<file path="src/rtl/psm_pkg.sv">
package psm_pkg;
    localparam logic [1:0] MODE_PRBS = 2'd0;
    localparam logic [1:0] MODE_QRSS = 2'd1;

    typedef enum logic {
        ST_VERIFY = 1'b0,
        ST_SYNC   = 1'b1
    } sync_e;
endpackage

</file>
<file path="src/rtl/psm_refgen.sv">
module psm_refgen
    import psm_pkg::*;
#(
    parameter int REG_W  = 32,
    parameter int TAP_W  = $clog2(REG_W),
    parameter int QTAP_A = 17,
    parameter int QTAP_B = 20
) (
    input  logic             clk,
    input  logic             rst_n,
    input  logic             adv,
    input  logic             load,
    input  logic             din,
    input  logic [1:0]       mode,
    input  logic [TAP_W-1:0] tap_n,
    input  logic [TAP_W-1:0] tap_y,
    output logic             exp_bit
);
    localparam int QA = QTAP_A - 1;
    localparam int QB = QTAP_B - 1;

    logic [REG_W-1:0] sr_d, sr_q;
    logic             fb;
    logic             is_rep;
    logic             zero_run;

    always_comb begin
        is_rep   = mode[1];
        zero_run = (sr_q[REG_W-2:0] == '0);
        if (mode == MODE_PRBS) begin
            fb = sr_q[tap_n] ^ sr_q[tap_y];
        end else if (mode == MODE_QRSS) begin
            fb = sr_q[QA] ^ sr_q[QB];
        end else begin
            fb = sr_q[tap_n];
        end
        if (!is_rep && zero_run) begin
            fb = 1'b1;
        end
        sr_d = sr_q;
        if (adv) begin
            sr_d = {sr_q[REG_W-2:0], (load ? din : fb)};
        end
    end

    always_ff @(posedge clk or negedge rst_n) begin
        if (!rst_n) sr_q <= '1;
        else        sr_q <= sr_d;
    end

    assign exp_bit = fb;

    // out of sync, the received bit enters the register
    a_r3_load_din: assert property (@(posedge clk) disable iff (!rst_n)
        (adv && load) |=> (sr_q[0] == $past(din)));

    // in sync, the register keeps the value it predicted
    a_r3_free_run: assert property (@(posedge clk) disable iff (!rst_n)
        (adv && !load) |=> (sr_q[0] == $past(exp_bit)));
endmodule

</file>
<file path="src/rtl/psm_syncfsm.sv">
module psm_syncfsm
    import psm_pkg::*;
#(
    parameter int LOCK_RUN  = 32,
    parameter int WIN_LEN   = 64,
    parameter int WIN_LIMIT = 6
) (
    input  logic clk,
    input  logic rst_n,
    input  logic adv,
    input  logic mis,
    input  logic is_rep,
    output logic in_sync
);
    localparam int RUN_W  = $clog2(LOCK_RUN);
    localparam int WPOS_W = $clog2(WIN_LEN);
    localparam int WERR_W = $clog2(WIN_LIMIT + 1);

    typedef struct packed {
        sync_e             state;
        logic [RUN_W-1:0]  run;
        logic [WPOS_W-1:0] wpos;
        logic [WERR_W-1:0] werr;
    } fsm_t;

    fsm_t d, q;

    always_comb begin
        d = q;
        if (adv) begin
            if (q.state == ST_VERIFY) begin
                if (mis) begin
                    d.run = '0;
                end else if (q.run == RUN_W'(LOCK_RUN - 1)) begin
                    d.state = ST_SYNC;
                    d.run   = '0;
                    d.wpos  = '0;
                    d.werr  = '0;
                end else begin
                    d.run = q.run + 1'b1;
                end
            end else if (is_rep) begin
                if (mis) begin
                    d.state = ST_VERIFY;
                    d.run   = '0;
                end
            end else begin
                if (mis && (q.werr == WERR_W'(WIN_LIMIT - 1))) begin
                    d.state = ST_VERIFY;
                    d.run   = '0;
                end else if (q.wpos == WPOS_W'(WIN_LEN - 1)) begin
                    d.wpos = '0;
                    d.werr = '0;
                end else begin
                    d.wpos = q.wpos + 1'b1;
                    d.werr = q.werr + WERR_W'(mis);
                end
            end
        end
    end

    always_ff @(posedge clk or negedge rst_n) begin
        if (!rst_n) q <= '{state: ST_VERIFY, run: '0, wpos: '0, werr: '0};
        else        q <= d;
    end

    assign in_sync = (q.state == ST_SYNC);

    // sync is entered only at the end of a full matching run
    a_r4_lock_run: assert property (@(posedge clk) disable iff (!rst_n)
        $rose(q.state == ST_SYNC) |-> ($past(q.run) == RUN_W'(LOCK_RUN - 1) && $past(!mis)));

    // a repetitive-mode error in sync drops sync
    a_r7_rep_drop: assert property (@(posedge clk) disable iff (!rst_n)
        (is_rep && q.state == ST_SYNC && adv && mis) |=> (q.state == ST_VERIFY));

    // a matching bit never drops sync
    a_r8_match_keeps: assert property (@(posedge clk) disable iff (!rst_n)
        (q.state == ST_SYNC && adv && !mis) |=> (q.state == ST_SYNC));
endmodule

</file>
<file path="src/rtl/psm_counters.sv">
module psm_counters #(
    parameter int CNT_W = 32
) (
    input  logic             clk,
    input  logic             rst_n,
    input  logic             clr,
    input  logic             en,
    input  logic             mis,
    output logic [CNT_W-1:0] bit_cnt,
    output logic [CNT_W-1:0] err_cnt,
    output logic             err_pulse
);
    localparam logic [CNT_W-1:0] CNT_MAX = '1;

    typedef struct packed {
        logic [CNT_W-1:0] bits;
        logic [CNT_W-1:0] errs;
        logic             pulse;
    } cnt_t;

    cnt_t d, q;

    always_comb begin
        d       = q;
        d.pulse = en & mis;
        if (clr) begin
            d.bits = '0;
            d.errs = '0;
        end else if (en) begin
            if (q.bits != CNT_MAX) d.bits = q.bits + 1'b1;
            if (mis && q.errs != CNT_MAX) d.errs = q.errs + 1'b1;
        end
    end

    always_ff @(posedge clk or negedge rst_n) begin
        if (!rst_n) q <= '0;
        else        q <= d;
    end

    assign bit_cnt   = q.bits;
    assign err_cnt   = q.errs;
    assign err_pulse = q.pulse;

    // a saturated counter holds its value
    a_r9_bits_sat: assert property (@(posedge clk) disable iff (!rst_n)
        (q.bits == CNT_MAX && !clr) |=> (q.bits == CNT_MAX));

    // a clear wins over counting
    a_r10_clear: assert property (@(posedge clk) disable iff (!rst_n)
        clr |=> (q.bits == '0 && q.errs == '0));

    // errors never outnumber counted bits
    a_r5_err_le_bits: assert property (@(posedge clk) disable iff (!rst_n)
        q.errs <= q.bits);
endmodule

</file>
<file path="src/rtl/pat_sync_mon.sv">
module pat_sync_mon #(
    parameter int REG_W     = 32,
    parameter int TAP_W     = $clog2(REG_W),
    parameter int CNT_W     = 32,
    parameter int LOCK_RUN  = 32,
    parameter int WIN_LEN   = 64,
    parameter int WIN_LIMIT = 6
) (
    input  logic             clk,
    input  logic             rst_n,
    input  logic             din,
    input  logic             din_vld,
    input  logic [1:0]       mode,
    input  logic [TAP_W-1:0] tap_n,
    input  logic [TAP_W-1:0] tap_y,
    input  logic             cnt_clr,
    output logic             oos,
    output logic [CNT_W-1:0] bit_cnt,
    output logic [CNT_W-1:0] err_cnt,
    output logic             err_pulse
);
    logic exp_bit;
    logic mis;
    logic in_sync;

    assign mis = din ^ exp_bit;
    assign oos = ~in_sync;

    psm_refgen #(
        .REG_W (REG_W),
        .TAP_W (TAP_W)
    ) u_ref (
        .clk     (clk),
        .rst_n   (rst_n),
        .adv     (din_vld),
        .load    (~in_sync),
        .din     (din),
        .mode    (mode),
        .tap_n   (tap_n),
        .tap_y   (tap_y),
        .exp_bit (exp_bit)
    );

    psm_syncfsm #(
        .LOCK_RUN  (LOCK_RUN),
        .WIN_LEN   (WIN_LEN),
        .WIN_LIMIT (WIN_LIMIT)
    ) u_fsm (
        .clk     (clk),
        .rst_n   (rst_n),
        .adv     (din_vld),
        .mis     (mis),
        .is_rep  (mode[1]),
        .in_sync (in_sync)
    );

    psm_counters #(
        .CNT_W (CNT_W)
    ) u_cnt (
        .clk       (clk),
        .rst_n     (rst_n),
        .clr       (cnt_clr),
        .en        (din_vld & in_sync),
        .mis       (mis),
        .bit_cnt   (bit_cnt),
        .err_cnt   (err_cnt),
        .err_pulse (err_pulse)
    );

    // counters frozen while out of sync
    a_r6_frozen: assert property (@(posedge clk) disable iff (!rst_n)
        (oos && !cnt_clr) |=> ($stable(bit_cnt) && $stable(err_cnt) && !err_pulse));

    // an idle cycle changes nothing
    a_r11_idle: assert property (@(posedge clk) disable iff (!rst_n)
        (!din_vld && !cnt_clr) |=> ($stable(oos) && $stable(bit_cnt) && $stable(err_cnt)));
endmodule

</file>
<file path="config.mk">
export PLATFORM = sky130hd
export DESIGN_NAME = pat_sync_mon
export DESIGN_NICKNAME = d
export VERILOG_FILES = /design/src/rtl/psm_pkg.sv /design/src/rtl/psm_refgen.sv /design/src/rtl/psm_syncfsm.sv /design/src/rtl/psm_counters.sv /design/src/rtl/pat_sync_mon.sv
export SDC_FILE = /design/constraint.sdc
export NUM_CORES = 1
export LEC_CHECK = 0
export BUFFER_PORTS_ARGS = -buffer_cell sky130_fd_sc_hd__buf_4
export CORE_MARGIN = 2
export CORE_UTILIZATION = 24
export DETAILED_ROUTE_END_ITERATION = 8
export PLACE_DENSITY = 0.38
export SETUP_SLACK_MARGIN = 0.5
export SLEW_MARGIN = 20
export SYNTH_ARGS = -nofsm -noshare
export SYNTH_HDL_FRONTEND = slang
export SYNTH_SLANG_ARGS = --single-unit
</file>
<file path="constraint.sdc">
create_clock -name clk -period 6.3 [get_ports clk]
set_input_delay 0.63 -clock clk [delete_from_list [all_inputs] [get_ports clk]]
set_output_delay 0.63 -clock clk [all_outputs]
set_load 0.05 [all_outputs]
</file>
# Word level (Yosys, flattened, before mapping)
# Cells that the tools add are included.
[word_totals]
ff_bits = 112
output_inout_bits = 66
[op_classes]
addsub = 5
n_lt_le_gt_ge = 2
eq_ne = 11
muxes = 25
bitwise = 6
reduce_logical = 14
[op_table]
columns = ["op", "count"]
rows = [
  ["two-way mux 64 bit", 2],
  ["adder 32 x 1 -> 32 bit, second input constant", 2],
  ["two-way mux 32 bit", 2],
  ["!= test 32 bit, second input constant", 2],
  ["two-way mux 9 bit", 5],
  ["logical NOT 31 bit", 1],
  ["two-way mux 6 bit", 3],
  ["two-way mux 15 bit", 1],
  ["< comparator 5 x 6 -> 1 bit, second input constant", 2],
  ["binary-select mux 1 bit (select 5 bit)", 2],
  ["two-way mux 5 bit", 2],
  ["two-way mux 1 bit", 8],
  ["nonzero test 2 bit", 4],
  ["adder 6 x 1 -> 6 bit, second input constant", 1],
  ["== test 6 bit, second input constant", 1],
  ["!= test 2 bit, second input constant", 3],
  ["adder 5 x 1 -> 5 bit, second input constant", 1],
  ["== test 5 bit, second input constant", 1],
  ["AND reduction 5 bit", 1],
  ["AND reduction 2 bit", 2],
  ["adder 3 x 1 -> 3 bit", 1],
  ["== test 3 bit, second input constant", 1],
  ["logical AND 1 bit", 3],
  ["!= test 3 x 2 -> 1 bit, second input constant", 1],
  ["other kinds (8)", 11],
]

# Depth between registers and ports, before layout
# Gate-level depths: netlist of run 1.
[logic_depth]
ltp_word = 11
ltp_mapped = 16

# By module
# Synthesis of run 1 repeated with hierarchy kept, for this count alone.
[hier_totals]
hier_cells = 653
hier_area_um2 = 6597.6
[by_module_without_submodules]
columns = ["mod", "n_inst", "cells_each", "area_each_um2", "seq_area_each_um2"]
rows = [
  ["psm_counters", 1, 412, 3739.8, 1626.6],
  ["psm_refgen", 1, 157, 2003.2, 840.8],
  ["psm_syncfsm", 1, 81, 835.8, 375.4],
  ["pat_sync_mon", 1, 3, 18.8, 0.0],
]

# Worst setup path after synthesis of run 1
# Ideal clock, no wire load.
[synth_path]
path_kind = "input to register"
startpoint = "input port tap_n[1]"
endpoint = "register u_fsm.q[2] (netlist name)"
setup_time_ns = 0.083
arrival_time_ns = 3.546
setup_slack_ns = 2.671
stages = 15
path_buffers = 2
path_cell_list = "buf_2 > buf_4 > mux2i_1 > a22oi_1 > nand3_1 > nand2_1 > a311oi_2 > mux2_2 > o211a_1 > or2_1 > inv_1 > ha_1 > ha_1 > or3b_2 > o21ai_0"
[synth_between]
elab_chain_len = 11
[synth_lines]
columns = ["element", "line", "text"]
rows = [
  ["start: declaration", "pat_sync_mon.sv:14", "input logic [TAP_W-1:0] tap_n,"],
  ["binary-select mux 1 bit (select 5 bit) *", "psm_refgen.sv:31, psm_refgen.sv:35", ""],
  ["two-way mux 1 bit (implied by the code) *", "psm_refgen.sv:31, psm_refgen.sv:35", ""],
  ["two-way mux 1 bit or bitwise XOR 1 bit (tied branches)", "psm_refgen.sv:32, psm_refgen.sv:31", ""],
  ["two-way mux 1 bit *", "psm_refgen.sv:30", "if (mode == MODE_PRBS) begin"],
  ["two-way mux 1 bit *", "psm_refgen.sv:37", "if (!is_rep && zero_run) begin"],
  ["bitwise XOR 1 bit *", "pat_sync_mon.sv:26", "assign mis = din ^ exp_bit;"],
  ["adder 3 x 1 -> 3 bit", "psm_syncfsm.sv:56", "d.werr = q.werr + WERR_W'(mis);"],
  ["two-way mux 9 bit", "psm_syncfsm.sv:51", "end else if (q.wpos == WPOS_W'(WIN_LEN - 1)) begin"],
  ["two-way mux 9 bit", "psm_syncfsm.sv:48", "if (mis && (q.werr == WERR_W'(WIN_LIMIT - 1))) begin"],
  ["two-way mux 9 bit", "psm_syncfsm.sv:42", "end else if (is_rep) begin"],
  ["two-way mux 15 bit", "psm_syncfsm.sv:31", "if (q.state == ST_VERIFY) begin"],
  ["end signal: assignment", "psm_syncfsm.sv:63", "if (!rst_n) q <= '{state: ST_VERIFY, run: '0, wpos: '0, werr: '0};"],
  ["end: declaration", "psm_syncfsm.sv:26", "fsm_t d, q;"],
]
# Mark *: on every way between the ends. The rest lies on a longest branch, timed or not. The select of a mux whose other input is x is not followed.
# A chain may end at the register's enable or synchronous reset.

# Final worst setup path of run 1
# Ends and elaborated chain as after synthesis.

==> key figures, run 1 <==
Worst setup path
  • Crit-path cells: buf_4 > mux2i_1 > a211oi_1 > nand2_1 > a21oi_1 > a311oi_2 > mux2_2 > o211a_1 > or2_1 > inv_1 > ha_1 > ha_1 > or3b_2 > o21ai_0
  • Most used cell, CP: ha_1
  • CP max-delay cell: a311oi_2
  • Crit. End Element: register
  • Worst Path Required: 6570 ps
  • Worst EP arrival: between 3000 and 4000 ps
  • Critical path buffers and inverters: 2
  • CP Launch Type: primary input
  • Crit path largest cell delay: between 400 and 500 ps
  • Crit-path max FO: 16
  • Crit Path Category: primary input to register
  • CP top delay family: compound AO/OA/AOI/OAI gates

Finish
  • Most frequent cells in the layout: 88 x buf_4, 80 x dfrtp_1, 63 x nor2_1, 45 x mux2_2, 36 x nand3_1
  • Layout cells sized above 1: 25.9%
  • Most common cell after layout, fill and taps aside: buf_4
  • Area growth syn-to-layout: 19.6%
  • Post-route design area: 0.00754 mm2
  • N_diodes: 0
  • Nets@finish: 729

Clock network
  • Post-CTS Setup Inserts: 0
  • Hold-fix buffers, CTS: 0
  • Post-cts resize count: 0
  • CTS clk-pin slew, worst paths: roughly 70 ps
  • CTS tree: done
  • Sink Count: between 100 and 150
  • Clk buf depth: 2
  • # H-tree levels: 3
  • Cell at the root of the clock tree: clkbuf_16
  • Num CTS Buffers: 9
  • Skew-Pair Late Insertion Delay: 350 ps

Detailed routing
  • DR vias/cell: between 4 and 5
  • WL/cell: 15.8 um
  • Routed Wire Length: about 16 mm
  • DRC viols: 0
  • Initial DRC Count: roughly 400
  • Antenna Nets Post-Route: 0
  • Drt pass-1 iters: 5
  • Via Count: roughly 5k

Global routing
  • Initial antenna violation count: 0
  • Largest net degree at the start of global routing: 82
  • Vias in the first global route: 5005
  • Global-route wire length before repair: between 20 and 30 mm
  • GRT Residual Overflow: 0
  • Total track usage: roughly an eighth

STA
  • Fin crit share: a little under three fifths
  • RSZ-0062 raised after global routing: no
  • Tmin final: 3620 ps
  • Worst relative slew slack: roughly 43%
  • Setup_tns: 0 ps
  • Worst Setup Slack, final: 2680 ps
  • Clk_skew: 15.3 ps
  • Fin. Hold Viols: 0
  • Final Setup Violations: 0
  • Slew Limit Fails: 0
  • Max Freq: 277 MHz
  • Worst-Margin Slew: 859 ps

Placed design
  • Port bufs: 82
  • GPL Wtd Cong: 0.792
  • Cell area after placement: between 0.007 and 0.008 mm2
  • Post-detail-place hpwl: 11.3 mm
  • Setup Slack @ Placement: ~2300 ps

Floorplanning
  • I/O pin cnt: 83
  • Row count: 59
  • Die height: 166 um
  • Core ar.: 0.0259 mm2
  • Die Area: 0.0276 mm2
  • Die Span X: 166 um
  • Starting Density: 24.3%

Logic synthesis
  • Post-synthesis sequential area ratio: between 40% and 50%
  • Net count after synthesis: 660
  • Syn_area_per_cell: 9.91 um2
  • Ys flop type: dfrtp_1
  • Gate Count Post-Synth: roughly 640
  • Synth warnings: 0
  • Post-synth design cell area: 0.00630 mm2
  • Synthesized flop and latch total: 112
  • EDFF count, synth: 0
  • Ys async rst share: 100%
  • Distinct cell type count after synthesis: 53

Outcome
  • Status: completed

Pwr
  • Int Power: 1380 uW
  • NetSw: 549 uW
  • Maximum VDD drop: 0.0923 mV
  • Seq pwr share: 52.1%
  • Leak: around 0.0033 uW
  • Sw Share: 28.5%
  • PwrDens: around 260 mW/mm2
  • Clock power frac: between 30 and 40%
  • Combinational share of power: 15.5%

Min path
  • Worst hold path type: primary input to async pin

Run
  • MaxCap Viol Count: 0
## sequential cells by signal (all words and copies together) (netlist names)
name / count
u_cnt.bit_cnt: 32
u_ref.sr_q: 32
u_fsm.q: 14
u_cnt.err_cnt: 32
u_fsm.in_sync: 1
u_cnt.err_pulse: 1
## final timing paths
kind / start / endpoint / slack (ps) / cells after the start
max in group asynchronous: rst_n / u_cnt.bit_cnt[28] / 4700 / 2
min in group clk: u_fsm.q[8] / u_fsm.q[8] / 490 / 1
worst max register to register: u_ref.sr_q[16] / u_fsm.q[2] / 2880 / 12
worst max-delay path: tap_n[1] / u_fsm.q[2] / 2680 / 14
worst min-delay path: rst_n / u_cnt.err_pulse / 330 / 1
worst min register to register: u_fsm.q[8] / u_fsm.q[8] / 490 / 1
## layout make-up
cell class,instances,area (um2)
Fill cell,2751,18400
Clock inverter,6,81.3
Multi-Input combinational cell,478,3250
Timing Repair Buffer,88,661
Inverter,16,60.1
Clock buffer,10,229
Sequential cell,112,2840
Tap cell,335,419
## synth_stat cells (3+ instances only)
master / instances / area share (%)
dfrtp_1: 80 / 32
nor2_1: 63 / 3.8
mux2_2: 45 / 8.0
nand3_1: 36 / 2.9
nand2_1: 35 / 2.1
mux2i_1: 33 / 5.2
dfstp_2: 32 / 13
and3_1: 30 / 3.0
a21oi_1: 27 / 2.1
nor2b_1: 22 / 2.2
xor2_1: 21 / 2.9
clkbuf_1: 19 / 1.1
o21ai_0: 19 / 1.5
inv_1: 16 / 0.95
nand4_1: 16 / 1.6
o31ai_1: 15 / 1.8
or4_1: 13 / 1.5
nor3_1: 12 / 0.95
nor4_1: 10 / 0.99
xnor2_1: 9 / 1.3
a22oi_1: 8 / 0.95
ha_1: 7 / 1.4
and4_1: 6 / 0.83
or3_1: 6 / 0.60
a22o_1: 5 / 0.69
buf_6: 5 / 0.89
nand2b_1: 5 / 0.50
and2_1: 4 / 0.40
buf_1: 4 / 0.24
mux2_1: 3 / 0.54
## metrics by stage
step / total power, uW / utilization (%) / hold slack (ps) / instances
5_1_grt: 2050 / 29.1 / 392 / 1045
3_3_place_gp: 1320 / 27.9 / 460 / 1029
6_report: 1930 / 29.1 / 329 / 1045
4_1_cts: 1970 / 29.1 / 363 / 1045
2_1_floorplan: 1200 / - / 334 / 636
3_5_place_dp: 1320 / 27.9 / 477 / 1029
## power groups by stage
stage	registers (uW)	clock network, uW	logic [uW]
final	1000	625	298
after global routing	1020	691	337
after CTS	1000	658	305
after detailed placement	1020	0	304
after global placement	1030	0	294
after floorplan	959	0	237
## layer usage
layer	vias up	GRT usage [%]	wire, um
met5	-	0	0
met4	0	3.67	205
met3	11	2.03	598
met2	85	19.5	7620
met1	2502	16.8	8070
li1	2457	-	-
## kinds of logic (layout without fill, tap and decap cells)
kind of cell / count (synthesis) / count (layout) / synth area share, %
and+or+nand+nor: 266 / 266 / 22.4
DFF: 112 / 112 / 45.1
AOI/OAI and AO/OA: 94 / 94 / 9.77
muxes: 81 / 81 / 13.8
buffers and inverters: 46 / 120 / 3.41
xor gates and xnor gates: 30 / 30 / 4.17
adders and majority gates: 7 / 7 / 1.39
No activity file was read; power rests on OpenSTA's default activity.
==> inputs of run 2 (changes only) <==
==> constraint.sdc (replaced) <==
create_clock -name clk -period 3.5 [get_ports clk]
set_input_delay 0.35 -clock clk [delete_from_list [all_inputs] [get_ports clk]]
set_output_delay 0.35 -clock clk [all_outputs]
set_load 0.05 [all_outputs]
==> run 2 against run 1 <==
Effect of this change: utilization is 2.0 points higher; critical path type is now register to register; wire length is 5.7% higher; clock power is 74% higher; first-iteration DRC count is 38% lower; sequential share of layout area is 2.5 points lower; critical path depth is 5 lower; largest power group unchanged; flip-flop and latch count stayed put; cell area is 7.0% higher; setup slack worse by 2100 ps; power is 86% higher; via count is 3.1% higher; critical endpoint is now u_cnt.err_cnt[13].
==> key figures, run 2 (synthesized netlist as in run 1, its figures left out) <==
Detailed routing
  • WL/cell: 16.2 um (+3.0%)
  • Initial DRC Count: 256 (-38%)
  • Via Count: 5213 (+3.1%)
  • Drt pass-1 iters: 4 (-1)
  • Routed Wire Length: 17.4 mm (+5.7%)
  • DRC viols: 0 (unchanged)
  • Antenna Nets Post-Route: 0 (unchanged)
  • DR vias/cell: 4.86 (+0.43%)

STA
  • Worst relative slew slack: 39.1% (-3.6 points)
  • Worst-Margin Slew: 913 ps (+53.7 ps)
  • Slew Limit Fails: 0 (unchanged)
  • Tmin final: 2940 ps
  • Setup_tns: 0 ps (unchanged)
  • Hold_ws: 110 ps (-218 ps)
  • Max Freq: 340 MHz
  • RSZ-0062 raised after global routing: yes
  • Clk_skew: 17.5 ps (+2.20 ps)
  • Fin. Hold Viols: 0 (unchanged)
  • Final Setup Violations: 0 (unchanged)
  • Fin crit share: between 80 and 90%

Pwr
  • Int Power: 2490 uW (+81%)
  • PwrDens: 445 mW/mm2 (+74%)
  • Combinational share of power: 20.0% (+4.5 points)
  • Clock power frac: 30.4% (-2.0 points)
  • Seq pwr share: 49.6% (-2.5 points)
  • Sw Share: 30.5% (+1.9 points)
  • Leak: 0.00347 uW (+4.7%)
  • NetSw: 1090 uW (+99%)
  • Maximum VDD drop: 0.274 mV (+200%)

Worst setup path
  • Reg2Reg Setup Slack: 560 ps (-2320 ps)
  • Cells on worst reg2reg path: 9 (-3)
  • Crit. End Element: register
  • Worst Path Required: 3750 ps (-2820 ps)
  • FF-to-FF End: u_cnt.err_cnt[13]
  • Worst EP arrival: 3190 ps (-700 ps)
  • Crit Path Category: register to register
  • Reg-to-reg startpoint: u_ref.sr_q[21]
  • CP Launch Type: register
  • Crit-path max FO: 8 (-8)

Finish
  • Most frequent cells in the layout: 105 x buf_4, 80 x dfrtp_1, 63 x nor2_1, 38 x mux2_2, 36 x nand3_1
  • Area growth syn-to-layout: 27.9%
  • N_diodes: 0 (unchanged)
  • Fillers: 2700 (-1.9%)
  • Layout cells sized above 1: 33.5% (+7.6 points)
  • Nets@finish: 757 (+3.8%)
  • Most common cell after layout, fill and taps aside: buf_4

Floorplanning
  • I/O pin cnt: 83 (unchanged)
  • Die Area: 0.0276 mm2 (unchanged)
  • Core ar.: 0.0259 mm2 (unchanged)
  • Row count: 59 (unchanged)
  • Starting Density: 24.3% (unchanged)
  • Die height: 166 um (unchanged)
  • Die Span X: 166 um (unchanged)

Placed design
  • Port bufs: 82 (unchanged)
  • Post-detail-place hpwl: 11.3 mm (-0.36%)
  • GPL Wtd Cong: 0.764 (-3.6%)

Clock network
  • # H-tree levels: 3 (unchanged)
  • CTS clk-pin slew, worst paths: 90 ps (+20 ps)
  • Sink Count: 112 (unchanged)
  • CTS tree: done
  • Clk buf depth: 2 (unchanged)
  • Cell at the root of the clock tree: clkbuf_16
  • Skew-Pair Late Insertion Delay: 370 ps (+20 ps)
  • Num CTS Buffers: 9 (unchanged)

Global routing
  • Total track usage: 12.5% (+0.33 points)
  • Initial antenna violation count: 0 (unchanged)
  • Global-route wire length before repair: 28.0 mm (+2.7%)
  • Vias in the first global route: 5127 (+2.4%)
  • GRT Residual Overflow: 0 (unchanged)
  • Largest net degree at the start of global routing: 66 (-20%)

Min path
  • Worst hold path type: primary input to async pin

Run
  • MaxCap Viol Count: 0 (unchanged)

Outcome
  • Status: completed
-- run 2: changes by cell type in the layout (fill, tap and decap cells not counted), moves of 6 or more --
cell	change
mux2_4	+8
mux2_2	-7
and3_1	-6
buf_4	+17
-- run 2: final cells by class --
class	count	area [um2]	share of cell area [%]
Clock inverter	6	56.3	0.698
Multi-Input combinational cell	483	3560	44.1
Tap cell	335	419	5.20
Inverter	16	65.1	0.807
Sequential cell	112	2840	35.3
Clock buffer	10	250	3.10
Timing Repair Buffer	111	873	10.8
-- run 2: worst max-delay path: stages (launching register included) --
cell and delay (ps):
dfstp_2 550, buf_4 130, mux2i_1 70, a22oi_1 260
a311oi_4 170, mux2_4 330, o211a_4 280, or3_4 450
nor3_1 230, mux2_2 350
-- run 2: layer usage --
layer  GRT usage (%)  part of all wire, %  vias up
met1            17.3                   48     2597
met2            20.0                   48       80
li1                -                    -     2527
met5               0                    0        -
met4            3.18                 0.97        0
met3            2.41                  3.2        9
-- run 2: worst max path at each step --
stage | start | endpoint | slack [ps]
final | u_ref.sr_q[21] | u_cnt.err_cnt[13] | 560
after global routing | u_ref.sr_q[23] | u_cnt.err_cnt[13] | 360
after CTS | u_ref.sr_q[16] | u_cnt.err_cnt[9] | 440
after detailed placement | tap_n[1] | u_cnt.err_cnt[9] | 50
after global placement | tap_n[1] | u_cnt.err_cnt[4] | 150
after floorplan | tap_n[1] | u_fsm.q[2] | 460
-- run 2: power groups by stage --
| stage | Sequential, uW | Combinational (uW) | Clock [uW] |
|---|---|---|---|
| 5_1_grt | 1820 | 791 | 1180 |
| 3_3_place_gp | 1820 | 572 | 0 |
| 3_5_place_dp | 1820 | 584 | 0 |
| 2_1_floorplan | 1730 | 455 | 0 |
| 4_1_cts | 1780 | 671 | 1140 |
| 6_report | 1780 | 716 | 1090 |
-- run 2: metrics by stage --
step	worst slack (ps)	util, %	area (um2)	std cells	total power (uW)
final	559	31.1	8060	1073	3590
after global routing	361	31.1	8060	1073	3790
after global placement	146	28.5	7380	1036	2390
after CTS	440	30.1	7790	1061	3590
after floorplan	455	-	6400	636	2180
after detailed placement	52.7	28.5	7380	1036	2400
-- run 2: repair_timing --
| item | CTS | global route |
|---|---|---|
| setup endpoints to repair | 26 | 35 |
| cloned | 1 | 4 |
| setup buffers | 8 | 8 |
| pin swaps | 5 | 28 |
| resized for setup | 7 | 40 |
| hold buffers | 0 | 0 |
==> inputs of run 3 (changes only) <==
==> constraint.sdc (replaced) <==
create_clock -name clk -period 2.8 [get_ports clk]
set_input_delay 0.28 -clock clk [delete_from_list [all_inputs] [get_ports clk]]
set_output_delay 0.28 -clock clk [all_outputs]
set_load 0.05 [all_outputs]
==> run 3 against run 2 <==
Effect of this change: the flow now finishes with violations (setup timing); clock-buffer cell count fell by 1; die area did not move; fmax fell by 1.8%; critical endpoint is now u_cnt.err_cnt[29]; largest cell class unchanged.
==> key figures, run 3 (synthesized netlist as in run 1, its figures left out) <==
Outcome
  • Status: finished, violations left
  • Violated checks: setup timing

Finish
  • Nets@finish: 829 (+9.5%)
  • N_diodes: 0 (unchanged)
  • Most frequent cells in the layout: 157 x buf_4, 59 x nor2_1, 57 x dfrtp_1, 32 x mux2_2, 32 x dfstp_2
  • Layout cells sized above 1: 50.1% (+17 points)
  • Fin cells: 1145 (+6.7%)
  • Most common cell after layout, fill and taps aside: buf_4
  • Area growth syn-to-layout: 43.9%

Global routing
  • Global-route wire length before repair: 30.6 mm (+9.1%)
  • Initial antenna violation count: 0 (unchanged)
  • Total track usage: 13.7% (+1.2 points)
  • Largest net degree at the start of global routing: 65 (-1.5%)
  • Vias in the first global route: 5560 (+8.4%)
  • GRT Residual Overflow: 0 (unchanged)

STA
  • Hold_ws: 283 ps (+173 ps)
  • Worst-Margin Slew: 709 ps (-204 ps)
  • Fin crit share: 107% (+23 points)
  • Slew Limit Fails: 0 (unchanged)
  • Final Setup Violations: 41 (+41)
  • Fin. Hold Viols: 0 (unchanged)
  • Max Freq: 334 MHz (-1.8%)
  • Tmin final: 2990 ps (+53.5 ps)
  • Worst relative slew slack: 52.8% (+14 points)
  • RSZ-0062 raised after global routing: yes
  • Worst Setup Slack, final: -195 ps (-754 ps)
  • Clk_skew: 14.1 ps (-3.38 ps)

Worst setup path
  • Crit. End Element: register
  • Worst EP arrival: 3250 ps (+60 ps)
  • Worst Path Required: 3060 ps (-690 ps)
  • FF-to-FF End: u_cnt.err_cnt[29]
  • Crit-path cells: buf_4 > mux2i_1 > a22oi_1 > a311oi_4 > mux2_4 > o211a_4 > buf_6 > nor4_4 > buf_6 > and4_1 > mux2_4
  • CP Launch Type: register
  • CP top delay family: multiplexers
  • Critical path buffers and inverters: 3 (+2)
  • Cells on worst reg2reg path: 11 (+2)
  • Crit path to: u_cnt.err_cnt[29]
  • Reg2Reg Setup Slack: -190 ps (-750 ps)
  • Setup crit start: u_ref.sr_q[23]
  • CP Depth: 11 (+2)
  • Crit path largest cell delay: 380 ps (-170 ps)
  • Reg-to-reg startpoint: u_ref.sr_q[23]
  • Crit-path max FO: 8 (unchanged)
  • Crit Path Category: register to register
  • CP max-delay cell: dfstp_2

Floorplanning
  • Starting Density: 24.3% (unchanged)
  • Die height: 166 um (unchanged)
  • Core ar.: 0.0259 mm2 (unchanged)
  • Row count: 59 (unchanged)
  • Die Span X: 166 um (unchanged)
  • I/O pin cnt: 83 (unchanged)
  • Die Area: 0.0276 mm2 (unchanged)

Placed design
  • # placed instances: 1090 (+5.2%)
  • Setup Slack @ Placement: -567 ps (-620 ps)
  • Port bufs: 82 (unchanged)
  • GPL Wtd Cong: 0.754 (-1.3%)
  • Post-detail-place hpwl: 12.7 mm (+13%)

Detailed routing
  • WL/cell: 16.9 um (+3.8%)
  • Drt pass-1 iters: 4 (unchanged)
  • DR vias/cell: 4.84 (-0.46%)
  • Via Count: 5537 (+6.2%)
  • Routed Wire Length: 19.3 mm (+11%)
  • Initial DRC Count: 228 (-11%)
  • DRC viols: 0 (unchanged)
  • Antenna Nets Post-Route: 0 (unchanged)

Clock network
  • CTS tree: done
  • Skew-Pair Late Insertion Delay: 370 ps (about the same)
  • Cell at the root of the clock tree: clkbuf_16
  • # H-tree levels: 3 (unchanged)
  • CTS clk-pin slew, worst paths: 90 ps (about the same)
  • Sink Count: 112 (unchanged)
  • Clk buf depth: 2 (unchanged)
  • Num CTS Buffers: 9 (unchanged)

Run
  • MaxCap Viol Count: 0 (unchanged)

Pwr
  • Leak: 0.00389 uW (+12%)
  • PwrDens: 520 mW/mm2 (+17%)
  • Maximum VDD drop: 0.242 mV (-11%)

Min path
  • Worst hold path type: primary input to register
[run 3: cell types whose count changed in the layout (fill, tap and decap cells not counted), moves of 7 or more]
cell | before | now
a21oi_2 | 3 | 10
nor3_1 | 7 | 0
nand2_1 | 35 | 28
or4_1 | 13 | 6
mux2_4 | 8 | 16
nor3_4 | 2 | 10
nand2_2 | 0 | 7
buf_4 | 105 | 157
or4_4 | 0 | 7
dfrtp_1 | 80 | 57
a21oi_1 | 24 | 17
dfrtp_2 | 0 | 23
buf_6 | 4 | 23
[run 3: how the worst min path moves through the flow]
stage / cells after the start / slack (ps) / end / from
after detailed placement: 1 / 230 / u_cnt.bit_cnt[20] / rst_n
after CTS: 2 / 270 / u_cnt.bit_cnt[17] / cnt_clr
after global routing: 2 / 280 / u_cnt.bit_cnt[14] / cnt_clr
final: 2 / 280 / u_cnt.bit_cnt[22] / cnt_clr
after floorplan: 0 / -20 / u_cnt.bit_cnt[0] / rst_n
after global placement: 1 / 230 / u_cnt.bit_cnt[20] / rst_n
[run 3: area by class of cell]
class | count | area, um2
clock buffer | 9 | 225
clock inverter | 7 | 62.6
fill | 2627 | 16800
timing repair buffer | 184 | 1510
tap | 335 | 419
inverter | 16 | 62.6
sequential | 112 | 2870
multi-input combinational | 482 | 3930
[run 3: routing by layer]
layer | global-route usage, % | share of wire (%) | wire length (um) | vias to the layer above
li1 | - | - | - | 2668
met1 | 19.5 | 49 | 9520 | 2751
met2 | 21.8 | 46 | 8860 | 99
met3 | 1.93 | 3.5 | 685 | 19
met4 | 3.82 | 1.3 | 244 | 0
met5 | 0 | 0 | 0 | -
[run 3: per-stage QoR]
| step | TNS [ps] | utilization, % | total power [uW] | instance area, um2 |
|---|---|---|---|---|
| after CTS | -3530 | 33.0 | 4720 | 8560 |
| final | -4490 | 35.0 | 4720 | 9070 |
| after floorplan | -3700 | - | 2730 | 6540 |
| after detailed placement | -17390 | 30.5 | 3260 | 7910 |
| after global placement | -13120 | 30.5 | 3240 | 7910 |
| after global routing | -11350 | 35.0 | 4990 | 9070 |
[run 3: power breakdown]
group          leakage [uW]  switching (uW)  total (uW)  internal (uW)
clock              0.000144             703        1330            628
sequential          0.00141             216        2170           1950
combinational       0.00233             535        1210            679
total               0.00389            1450        4720           3260
[run 3: repair_timing]
| action | CTS | global route |
|---|---|---|
| setup endpoints to repair | 61 | 65 |
| hold buffers | 1 | 0 |
| cloned | 3 | 2 |
| buffers inserted | 12 | 21 |
| pin swaps | 39 | 49 |
| endpoints found under the hold margin | 24 | 0 |
| resized for setup | 60 | 81 |
